`config.mk`:
```
export PLATFORM = sky130hd
export DESIGN_NAME = serial_ctl
export DESIGN_NICKNAME = d
export VERILOG_FILES = /design/src/rtl/serial_ctl_pkg.sv /design/src/rtl/serial_byte_fifo.sv /design/src/rtl/serial_ctl_regs.sv /design/src/rtl/serial_ctl.sv
export SDC_FILE = /design/constraint.sdc
export NUM_CORES = 1
export LEC_CHECK = 0
export ABC_AREA = 1
export BUFFER_PORTS_ARGS = -buffer_cell sky130_fd_sc_hd__buf_2
export CAP_MARGIN = 20
export CORE_ASPECT_RATIO = 1.1
export CORE_UTILIZATION = 60
export CTS_CLUSTER_SIZE = 12
export DETAILED_ROUTE_END_ITERATION = 7
export HOLD_SLACK_MARGIN = 0.05
export MAX_ROUTING_LAYER = met4
export PLACE_DENSITY = 0.8
export REMOVE_ABC_BUFFERS = 1
export SLEW_MARGIN = 20
export SYNTH_ARGS = -nofsm -noshare
export SYNTH_HDL_FRONTEND = slang
export SYNTH_HIERARCHICAL = 1
export SYNTH_SLANG_ARGS = --single-unit
```
`constraint.sdc`:
```
create_clock -name clk -period 3.55 [get_ports clk]
set_input_delay 0.71 -clock clk [delete_from_list [all_inputs] [get_ports clk]]
set_output_delay 0.71 -clock clk [all_outputs]
set_load 0.005 [all_outputs]
```
`src/rtl/serial_ctl_pkg.sv`:
```
package serial_ctl_pkg;
  localparam int BUS_W = 32;
  localparam int LANES = BUS_W / 8;

  localparam logic [5:0] W_LINE   = 6'd0;
  localparam logic [5:0] W_LSTAT  = 6'd1;
  localparam logic [5:0] W_IEN    = 6'd2;
  localparam logic [5:0] W_ISTAT  = 6'd3;
  localparam logic [5:0] W_FCTL   = 6'd4;
  localparam logic [5:0] W_BAUD   = 6'd5;
  localparam logic [5:0] W_TXDATA = 6'd8;
  localparam logic [5:0] W_RXDATA = 6'd12;

  localparam logic [BUS_W-1:0] LINE_MASK  = 32'hE17F_0000;
  localparam logic [BUS_W-1:0] IEN_MASK   = 32'h000F_0000;
  localparam logic [BUS_W-1:0] ISTAT_MASK = 32'h0007_0000;
  localparam logic [BUS_W-1:0] FCTL_MASK  = 32'h001F_0000;
  localparam logic [BUS_W-1:0] BAUD_MASK  = 32'h03FF_0000;

  localparam logic [BUS_W-1:0] LINE_RST = 32'h4000_0000;
  localparam logic [BUS_W-1:0] BAUD_RST = 32'h03FF_0000;

  localparam int ST_RX   = 16;
  localparam int ST_TX   = 17;
  localparam int EN_DMA  = 19;
  localparam int FC_EN   = 16;
  localparam int FC_RXRS = 17;
  localparam int FC_TXRS = 18;

  // expand byte enables into a bit mask
  function automatic logic [BUS_W-1:0] lane_bits(input logic [LANES-1:0] be);
    logic [BUS_W-1:0] m;
    for (int i = 0; i < LANES; i++) m[8*i +: 8] = {8{be[i]}};
    return m;
  endfunction

  // replace enabled lanes, keep only writable bits
  function automatic logic [BUS_W-1:0] lane_merge(input logic [BUS_W-1:0] old_v,
      input logic [BUS_W-1:0] wd, input logic [LANES-1:0] be, input logic [BUS_W-1:0] mask);
    logic [BUS_W-1:0] m;
    m = lane_bits(be);
    return mask & ((old_v & ~m) | (wd & m));
  endfunction

  // AND enabled lanes into the stored value
  function automatic logic [BUS_W-1:0] lane_and(input logic [BUS_W-1:0] old_v,
      input logic [BUS_W-1:0] wd, input logic [LANES-1:0] be, input logic [BUS_W-1:0] mask);
    logic [BUS_W-1:0] m;
    m = lane_bits(be);
    return mask & old_v & (wd | ~m);
  endfunction
endpackage

```
`src/rtl/serial_byte_fifo.sv`:
```
module serial_byte_fifo #(
  parameter int W     = 8,
  parameter int DEPTH = 8,
  localparam int PW   = (DEPTH > 1) ? $clog2(DEPTH) : 1,
  localparam int CW   = $clog2(DEPTH + 1)
) (
  input  logic          clk,
  input  logic          rst_n,
  input  logic          flush,
  input  logic          push,
  input  logic [W-1:0]  din,
  input  logic          pop,
  output logic [W-1:0]  dout,
  output logic [CW-1:0] count
);
  logic [W-1:0]  mem [DEPTH];
  logic [PW-1:0] rd_ptr, wr_ptr;
  logic          push_ok, pop_ok;

  function automatic logic [PW-1:0] ptr_inc(input logic [PW-1:0] p);
    return (p == PW'(DEPTH - 1)) ? '0 : p + 1'b1;
  endfunction

  assign push_ok = push && (count != CW'(DEPTH));
  assign pop_ok  = pop && (count != '0);
  assign dout    = mem[rd_ptr];

  always_ff @(posedge clk) begin
    if (!rst_n || flush) begin
      rd_ptr <= '0;
      wr_ptr <= '0;
      count  <= '0;
    end else begin
      if (push_ok) wr_ptr <= ptr_inc(wr_ptr);
      if (pop_ok)  rd_ptr <= ptr_inc(rd_ptr);
      count <= count + CW'(push_ok) - CW'(pop_ok);
    end
  end

  always_ff @(posedge clk) begin
    if (push_ok && !flush) mem[wr_ptr] <= din;
  end
endmodule

```
`src/rtl/serial_ctl_regs.sv`:
```
module serial_ctl_regs
  import serial_ctl_pkg::*;
(
  input  logic             clk,
  input  logic             rst_n,
  input  logic             wr_en,
  input  logic [5:0]       word,
  input  logic [LANES-1:0] be,
  input  logic [BUS_W-1:0] wdata,
  input  logic             rx_has_data,
  input  logic             tx_is_empty,
  output logic [BUS_W-1:0] line_q,
  output logic [BUS_W-1:0] ien_q,
  output logic [BUS_W-1:0] ist_q,
  output logic [BUS_W-1:0] fctl_q,
  output logic [BUS_W-1:0] baud_q,
  output logic             rx_flush,
  output logic             tx_flush
);
  logic             wr_fctl, wr_ist;
  logic [BUS_W-1:0] fctl_next, ist_next, ist_set;

  assign wr_fctl   = wr_en && (word == W_FCTL);
  assign wr_ist    = wr_en && (word == W_ISTAT);
  assign fctl_next = lane_merge(fctl_q, wdata, be, FCTL_MASK);
  assign rx_flush  = wr_fctl && fctl_next[FC_EN] && fctl_next[FC_RXRS];
  assign tx_flush  = wr_fctl && fctl_next[FC_EN] && fctl_next[FC_TXRS];

  always_comb begin
    ist_set = '0;
    ist_set[ST_RX] = rx_has_data;
    ist_set[ST_TX] = tx_is_empty;
    ist_next = (wr_ist ? lane_and(ist_q, wdata, be, ISTAT_MASK) : ist_q) | ist_set;
  end

  always_ff @(posedge clk) begin
    if (!rst_n) begin
      line_q <= LINE_RST;
      ien_q  <= '0;
      ist_q  <= '0;
      fctl_q <= '0;
      baud_q <= BAUD_RST;
    end else begin
      ist_q <= ist_next;
      if (wr_fctl) fctl_q <= fctl_next;
      if (wr_en && word == W_LINE) line_q <= lane_merge(line_q, wdata, be, LINE_MASK);
      if (wr_en && word == W_IEN)  ien_q  <= lane_merge(ien_q, wdata, be, IEN_MASK);
      if (wr_en && word == W_BAUD) baud_q <= lane_merge(baud_q, wdata, be, BAUD_MASK);
    end
  end
endmodule

```
`src/rtl/serial_ctl.sv`:
```
module serial_ctl
  import serial_ctl_pkg::*;
#(
  parameter int DATA_W     = 8,
  parameter int FIFO_DEPTH = 8,
  localparam int CW        = $clog2(FIFO_DEPTH + 1)
) (
  input  logic              clk,
  input  logic              rst_n,
  input  logic              bus_sel,
  input  logic              bus_wr,
  input  logic [5:0]        bus_word,
  input  logic [3:0]        bus_be,
  input  logic [31:0]       bus_wdata,
  output logic [31:0]       bus_rdata,
  output logic              irq,
  output logic              dma_err,
  output logic              tx_valid,
  input  logic              tx_ready,
  output logic [DATA_W-1:0] tx_data,
  input  logic              rx_valid,
  output logic              rx_ready,
  input  logic [DATA_W-1:0] rx_data
);
  logic             wr_ev, rd_ev;
  logic             tx_push_ev, tx_pop_ev, rx_push_ev, rx_pop_ev;
  logic             rx_flush_ev, tx_flush_ev;
  logic [CW-1:0]    rx_count, tx_count;
  logic [DATA_W-1:0] rx_head;
  logic [BUS_W-1:0] line_q, ien_q, ist_q, fctl_q, baud_q;

  assign wr_ev      = bus_sel && bus_wr;
  assign rd_ev      = bus_sel && !bus_wr;
  assign tx_push_ev = wr_ev && (bus_word == W_TXDATA) && bus_be[LANES-1];
  assign rx_pop_ev  = rd_ev && (bus_word == W_RXDATA) && bus_be[LANES-1] && (rx_count != '0);
  assign tx_valid   = (tx_count != '0);
  assign tx_pop_ev  = tx_valid && tx_ready;
  assign rx_ready   = (rx_count != CW'(FIFO_DEPTH));
  assign rx_push_ev = rx_valid && rx_ready;

  serial_ctl_regs u_regs (
    .clk(clk), .rst_n(rst_n), .wr_en(wr_ev), .word(bus_word), .be(bus_be),
    .wdata(bus_wdata), .rx_has_data(rx_count != '0), .tx_is_empty(tx_count == '0),
    .line_q(line_q), .ien_q(ien_q), .ist_q(ist_q), .fctl_q(fctl_q), .baud_q(baud_q),
    .rx_flush(rx_flush_ev), .tx_flush(tx_flush_ev)
  );

  serial_byte_fifo #(.W(DATA_W), .DEPTH(FIFO_DEPTH)) u_txq (
    .clk(clk), .rst_n(rst_n), .flush(tx_flush_ev), .push(tx_push_ev),
    .din(bus_wdata[BUS_W-1 -: DATA_W]), .pop(tx_pop_ev), .dout(tx_data), .count(tx_count)
  );

  serial_byte_fifo #(.W(DATA_W), .DEPTH(FIFO_DEPTH)) u_rxq (
    .clk(clk), .rst_n(rst_n), .flush(rx_flush_ev), .push(rx_push_ev),
    .din(rx_data), .pop(rx_pop_ev), .dout(rx_head), .count(rx_count)
  );

  assign irq     = |(ist_q & ien_q);
  assign dma_err = ien_q[EN_DMA];

  always_comb begin
    unique case (bus_word)
      W_LINE:   bus_rdata = line_q;
      W_IEN:    bus_rdata = ien_q;
      W_ISTAT:  bus_rdata = ist_q;
      W_FCTL:   bus_rdata = fctl_q;
      W_BAUD:   bus_rdata = baud_q;
      W_RXDATA: bus_rdata = rx_pop_ev ? {rx_head, {(BUS_W-DATA_W){1'b0}}} : '0;
      default:  bus_rdata = '0;
    endcase
  end
endmodule

```
==> results.tsv, run 1 <==
metric	value	unit
synth_seq_cells	187	
synthAdderAreaFrac	2.54	%
path_class	reg2out	
crit_top_cell	nand2_1	
port_buffers	65	
cts_hold_buf	0	
netlist_instances	1474	
dp_cells	1756	
grt_pass1_vias	8424	
pre_cts_slack	0.602	ns
power.density	488	nW/um2
drv_slew	0	
htreeDepth	4	
setup_ws	0.545	ns
critPathBufInv	2	
synth_compound_area_share	2.58	%
most-common-layout-cells	385 x nand2_1, 211 x inv_1, 157 x nand3_1	
synth_edf_count	128	
viasPerCell	4.99	
fin_hold_ws	0.465	ns
place_congestion	0.913	
final_common_cell	nand2_1	
start_kind	register	
rows	52	
nNetsFinal	1610	
ys_types	36	
post-cts-setup-buffers	0	
synthTopCellsByArea	edfxtp_1 34%, nand2_1 13%, dfxtp_1 10%, buf_4 9.4%, inv_1 6.9%	
clkLatencyLatePin	0.43	ns
leakagePower	5.72	nW
ys.flop_type	edfxtp_1	
worstHoldPathType	reg2reg	
root_buffer	clkbuf_16	
cts_tree	yes	
cts_made_buffers	17	
clock-sinks	187	
start_util	61.7	%
wl	24.0	mm
syn_area_per_cell	7.74	um2
n_fill_cell	1533	
tightest_slew	0.756	ns
critPathMaxFanout	21	
grt_start_max_net_pins	40	
crit_arrival	2.30	ns
layout-drive-gt1-share	10.9	%
hold_viol	0	
synth_xor_area_share	0.154	%
slew_headroom	49.6	%
synth_top_cell_by_area	edfxtp_1	
num_antenna_cells	0	
yosysWarnings	6	
irDropWorstVdd	378	uV
synthSimpleGateAreaFrac	31.6	%
end_kind	primary output	
cts_max_path_buffers	2	
track_usage	26.2	%
achievable-frequency	333	MHz
fin_skew	0.0124	ns
area_delta_synth_final	5.25	%
path_delay_family	flip-flops	
wire_per_inst	13.4	um
io_pins	100	
synth_top_area_share	33.7	%
grt_overflow	0	
path_cells	buf_4 > nand2_1 > nand3_1 > nand2_1 > nand2_1 > nand2_1 > a21oi_1 > nand2_1 > buf_2	
dieHeight	147	um
core_area	18500	um2
dpl-instance-area	11400	um2
postRouteAntennaNets	0	
max_stage_delay	0.66	ns
path_clk_slew	0.08	ns
via_count	8930	
drt_iter0_markers	680	
synth.area.mux_share	0	%
cts-resized-gates	0	
synthArstFlopShare	0	%
post-route-min-period	3.01	ns
dpl.hpwl	16.2	mm
rsz0062_at_grt	no	
utilization	65.0	%
timing.final.crit_share	84.7	%
syn_area	11400	um2
outcome	finished clean	
synth_top_family_by_area	simple AND/OR/NAND/NOR gates	
crit_required	2.84	ns
setup_violations	0	
firstDrtPassIters	5	
die_w	133	um
final_cell_area	12000	um2
antenna_found_initial	0	
die_area	19600	um2
synth_seq_area_share	44.1	%
grt_pass1_wl	39.5	mm
crit_slowest_cell	dfxtp_1	
drc	0	
max-cap-violations	0	
fin_cells	1788	
## tightest hold or removal path: cells and delay by family (launching register included)
kind | cells | cell delay, ns
and+or+nand+nor | 2 | 0.11
DFF | 1 | 0.33
## final cells by class
cell class,instances,area [um2],area share [%]
Sequential cell,187,5020,41.9
Multi-Input combinational cell,1010,4690,39.1
Inverter,220,836,6.96
Timing Repair Buffer,96,558,4.65
Clock buffer,17,425,3.54
Tap cell,243,304,2.53
Clock inverter,15,166,1.39
## cells in the mapped netlist, types with 2 or more instances
cell,n
nor4_1,2
nor2_4,8
buf_2,23
nand3b_1,8
nand3_1,157
nand4_1,53
inv_4,4
o21ai_0,5
nand3_2,4
buf_1,2
dfxtp_1,59
clkbuf_1,4
edfxtp_1,128
fa_1,2
buf_6,11
buf_4,143
nand2_1,385
inv_1,211
or2_2,2
xnor2_1,2
nor2_1,128
nor2_2,8
nor3_1,16
inv_2,4
and2_0,9
nand2_2,4
ha_1,20
a21oi_1,48
and2_1,16
a21boi_2,2
## layer usage
layer | vias up | GRT usage (%) | share of wire, % | routed length, um
met2 | 321 | 42.9 | 49 | 11800
met4 | 0 | 11.4 | 3.0 | 714
met3 | 55 | 3.54 | 5.8 | 1410
met5 | - | - | 0 | 0
met1 | 3994 | 32.4 | 42 | 10100
li1 | 4560 | - | - | -
## power breakdown
part           switching (mW)  total [mW]  internal [mW]
clock network           0.926        1.87          0.948
logic                   0.867        1.36          0.491
registers               0.150        2.63           2.48
## cell families after synthesis
family	Yosys count
DFF	187
adders and majority gates	22
buffers and inverters	403
AOI/OAI and AO/OA	56
other	1
and+or+nand+nor	803
xor gates and xnor gates	2
## final timing paths
path                                           startpoint                   endpoint  slack, ns  cells after the start
worst min-delay path                             register                   register       0.47                      2
worst max register to register  u_txq/count[1]$_SDFF_PP0_  u_txq/count[2]$_SDFF_PP0_       1.04                      9
worst min register to register                   register                   register       0.47                      2
worst max-delay path                             register              bus_rdata[30]       0.54                      9
## stage by stage
stage,power [mW],TNS [ns]
6_report,5.86,0
3_3_place_gp,3.96,0
4_1_cts,5.88,0
5_1_grt,6.19,0
2_1_floorplan,3.55,-69.50
3_5_place_dp,4.01,0
No activity file was read; power rests on OpenSTA's default activity.
==> run 2: changes to the inputs <==
==> constraint.sdc (replaced) <==
create_clock -name clk -period 3.1 [get_ports clk]
set_input_delay 0.62 -clock clk [delete_from_list [all_inputs] [get_ports clk]]
set_output_delay 0.62 -clock clk [all_outputs]
set_load 0.005 [all_outputs]
==> run 2 against run 1 <==
Against the previous run:
- sequential power rose by 13%
- power rose by 15%
- global-route usage barely moved
- sequential share of layout area fell by 0.20 points
- clock skew rose by 0.0025 ns
- largest power group unchanged
- highest routed layer unchanged
- critical path type is now in2out
- hold slack got worse by 0.020 ns
- first-iteration DRC count fell by 7.4%
- final cell count rose by 0.39%
- via count barely moved
- worst setup slack got worse by 0.21 ns
- non-clock buffer count rose by 7
==> results.tsv, run 2 (synthesized netlist as in run 1, its figures left out) <==
metric	value	unit
nNetsFinal	1617	
die_area	19600	um2
outcome	finished clean	
worstHoldPathType	in2reg	
start_kind	input port	
root_buffer	clkbuf_16	
dpl-instance-area	11500	um2
hold_viol	0	
clkLatencyLatePin	0.44	ns
tightest_slew	0.568	ns
drt_iter0_markers	630	
fin_cells	1795	
grt_pass1_vias	8548	
port_buffers	65	
tns	0	ns
area_delta_synth_final	5.75	%
r2r_setup_slack	0.60	ns
grt_overflow	0	
path_clk_slew	0.08	ns
most-common-layout-cells	385 x nand2_1, 211 x inv_1, 157 x nand3_1	
achievable-frequency	362	MHz
rows	52	
dp_cells	1763	
antenna_found_initial	0	
setup_violations	0	
fin_skew	0.0149	ns
post-route-min-period	2.76	ns
clock-sinks	187	
cts-resized-gates	0	
power.density	558	nW/um2
cts_hold_buf	0	
wire_per_inst	13.3	um
track_usage	26.2	%
final_common_cell	nand2_1	
cts_tree	yes	
irDropWorstVdd	505	uV
rsz0062_at_grt	no	
leakagePower	5.75	nW
io_pins	100	
max-cap-violations	0	
place_congestion	0.935	
dieHeight	147	um
critPathMaxFanout	38	
crit_arrival	2.14	ns
setup_ws	0.337	ns
drv_slew	0	
pre_cts_slack	0.222	ns
via_count	8922	
power.total	6.73	mW
htreeDepth	4	
wl	23.9	mm
drc	0	
final_cell_area	12100	um2
end_kind	primary output	
cts_max_path_buffers	2	
cts_made_buffers	17	
dpl.hpwl	16.4	mm
firstDrtPassIters	5	
grt_pass1_wl	39.5	mm
post-cts-setup-buffers	0	
core_area	18500	um2
start_util	61.7	%
num_antenna_cells	0	
die_w	133	um
grt_start_max_net_pins	39	
layout-drive-gt1-share	11.2	%
crit_required	2.48	ns
viasPerCell	4.97	
postRouteAntennaNets	0	
path_class	in2out	
slew_headroom	62.1	%
timing.final.crit_share	89.1	%
## run 2: cell count changes in the layout (fill, tap and decap cells not counted), sizes merged
cell,change
buf,+7
clkinv,-1
inv,+1
## run 2: worst paths after layout
check,from,end,depth (start not counted)
setup / recovery,bus_word[5],bus_rdata[30],8
hold / removal,rx_data[2],u_rxq/mem[6][2]$_DFFE_PP_,1
setup reg to reg,u_txq/count[1]$_SDFF_PP0_,u_txq/count[2]$_SDFF_PP0_,9
hold reg to reg,register,register,2
## run 2: cell type report
class / instances / area (um2)
clock buffer: 17 / 425
clock inverter: 15 / 170
fill: 1550 / 6420
inverter: 220 / 836
multi-input combinational: 1010 / 4690
sequential: 187 / 5020
tap: 243 / 304
timing repair buffer: 103 / 611
## run 2: metrics by stage
stage          util (%)  hold WS (ns)
2_1_floorplan         -         0.425
3_3_place_gp       62.1         0.438
3_5_place_dp       62.1         0.443
4_1_cts            65.3         0.441
5_1_grt            65.3         0.440
6_report           65.3         0.445
## run 2: power by group
group / total, mW / internal [mW] / switching (mW)
registers: 2.97 / 2.84 / 0.128
logic: 1.61 / 0.572 / 1.04
clock network: 2.14 / 1.09 / 1.05
total: 6.73 / 4.50 / 2.22
## run 2: worst max-delay path, stage by stage
cell and delay [ns]:
buf_2 0.13, nor2_4 0.16, buf_4 0.36, nand3_1 0.38, nor2_1 0.20, a21oi_1 0.06, nand2_1 0.09, buf_2 0.12
## run 2: metal layers
metal	GRT usage, %	wire [um]
met5	-	0
met4	10.0	535
met1	30.9	9960
met3	4.44	1220
met2	44.7	12100
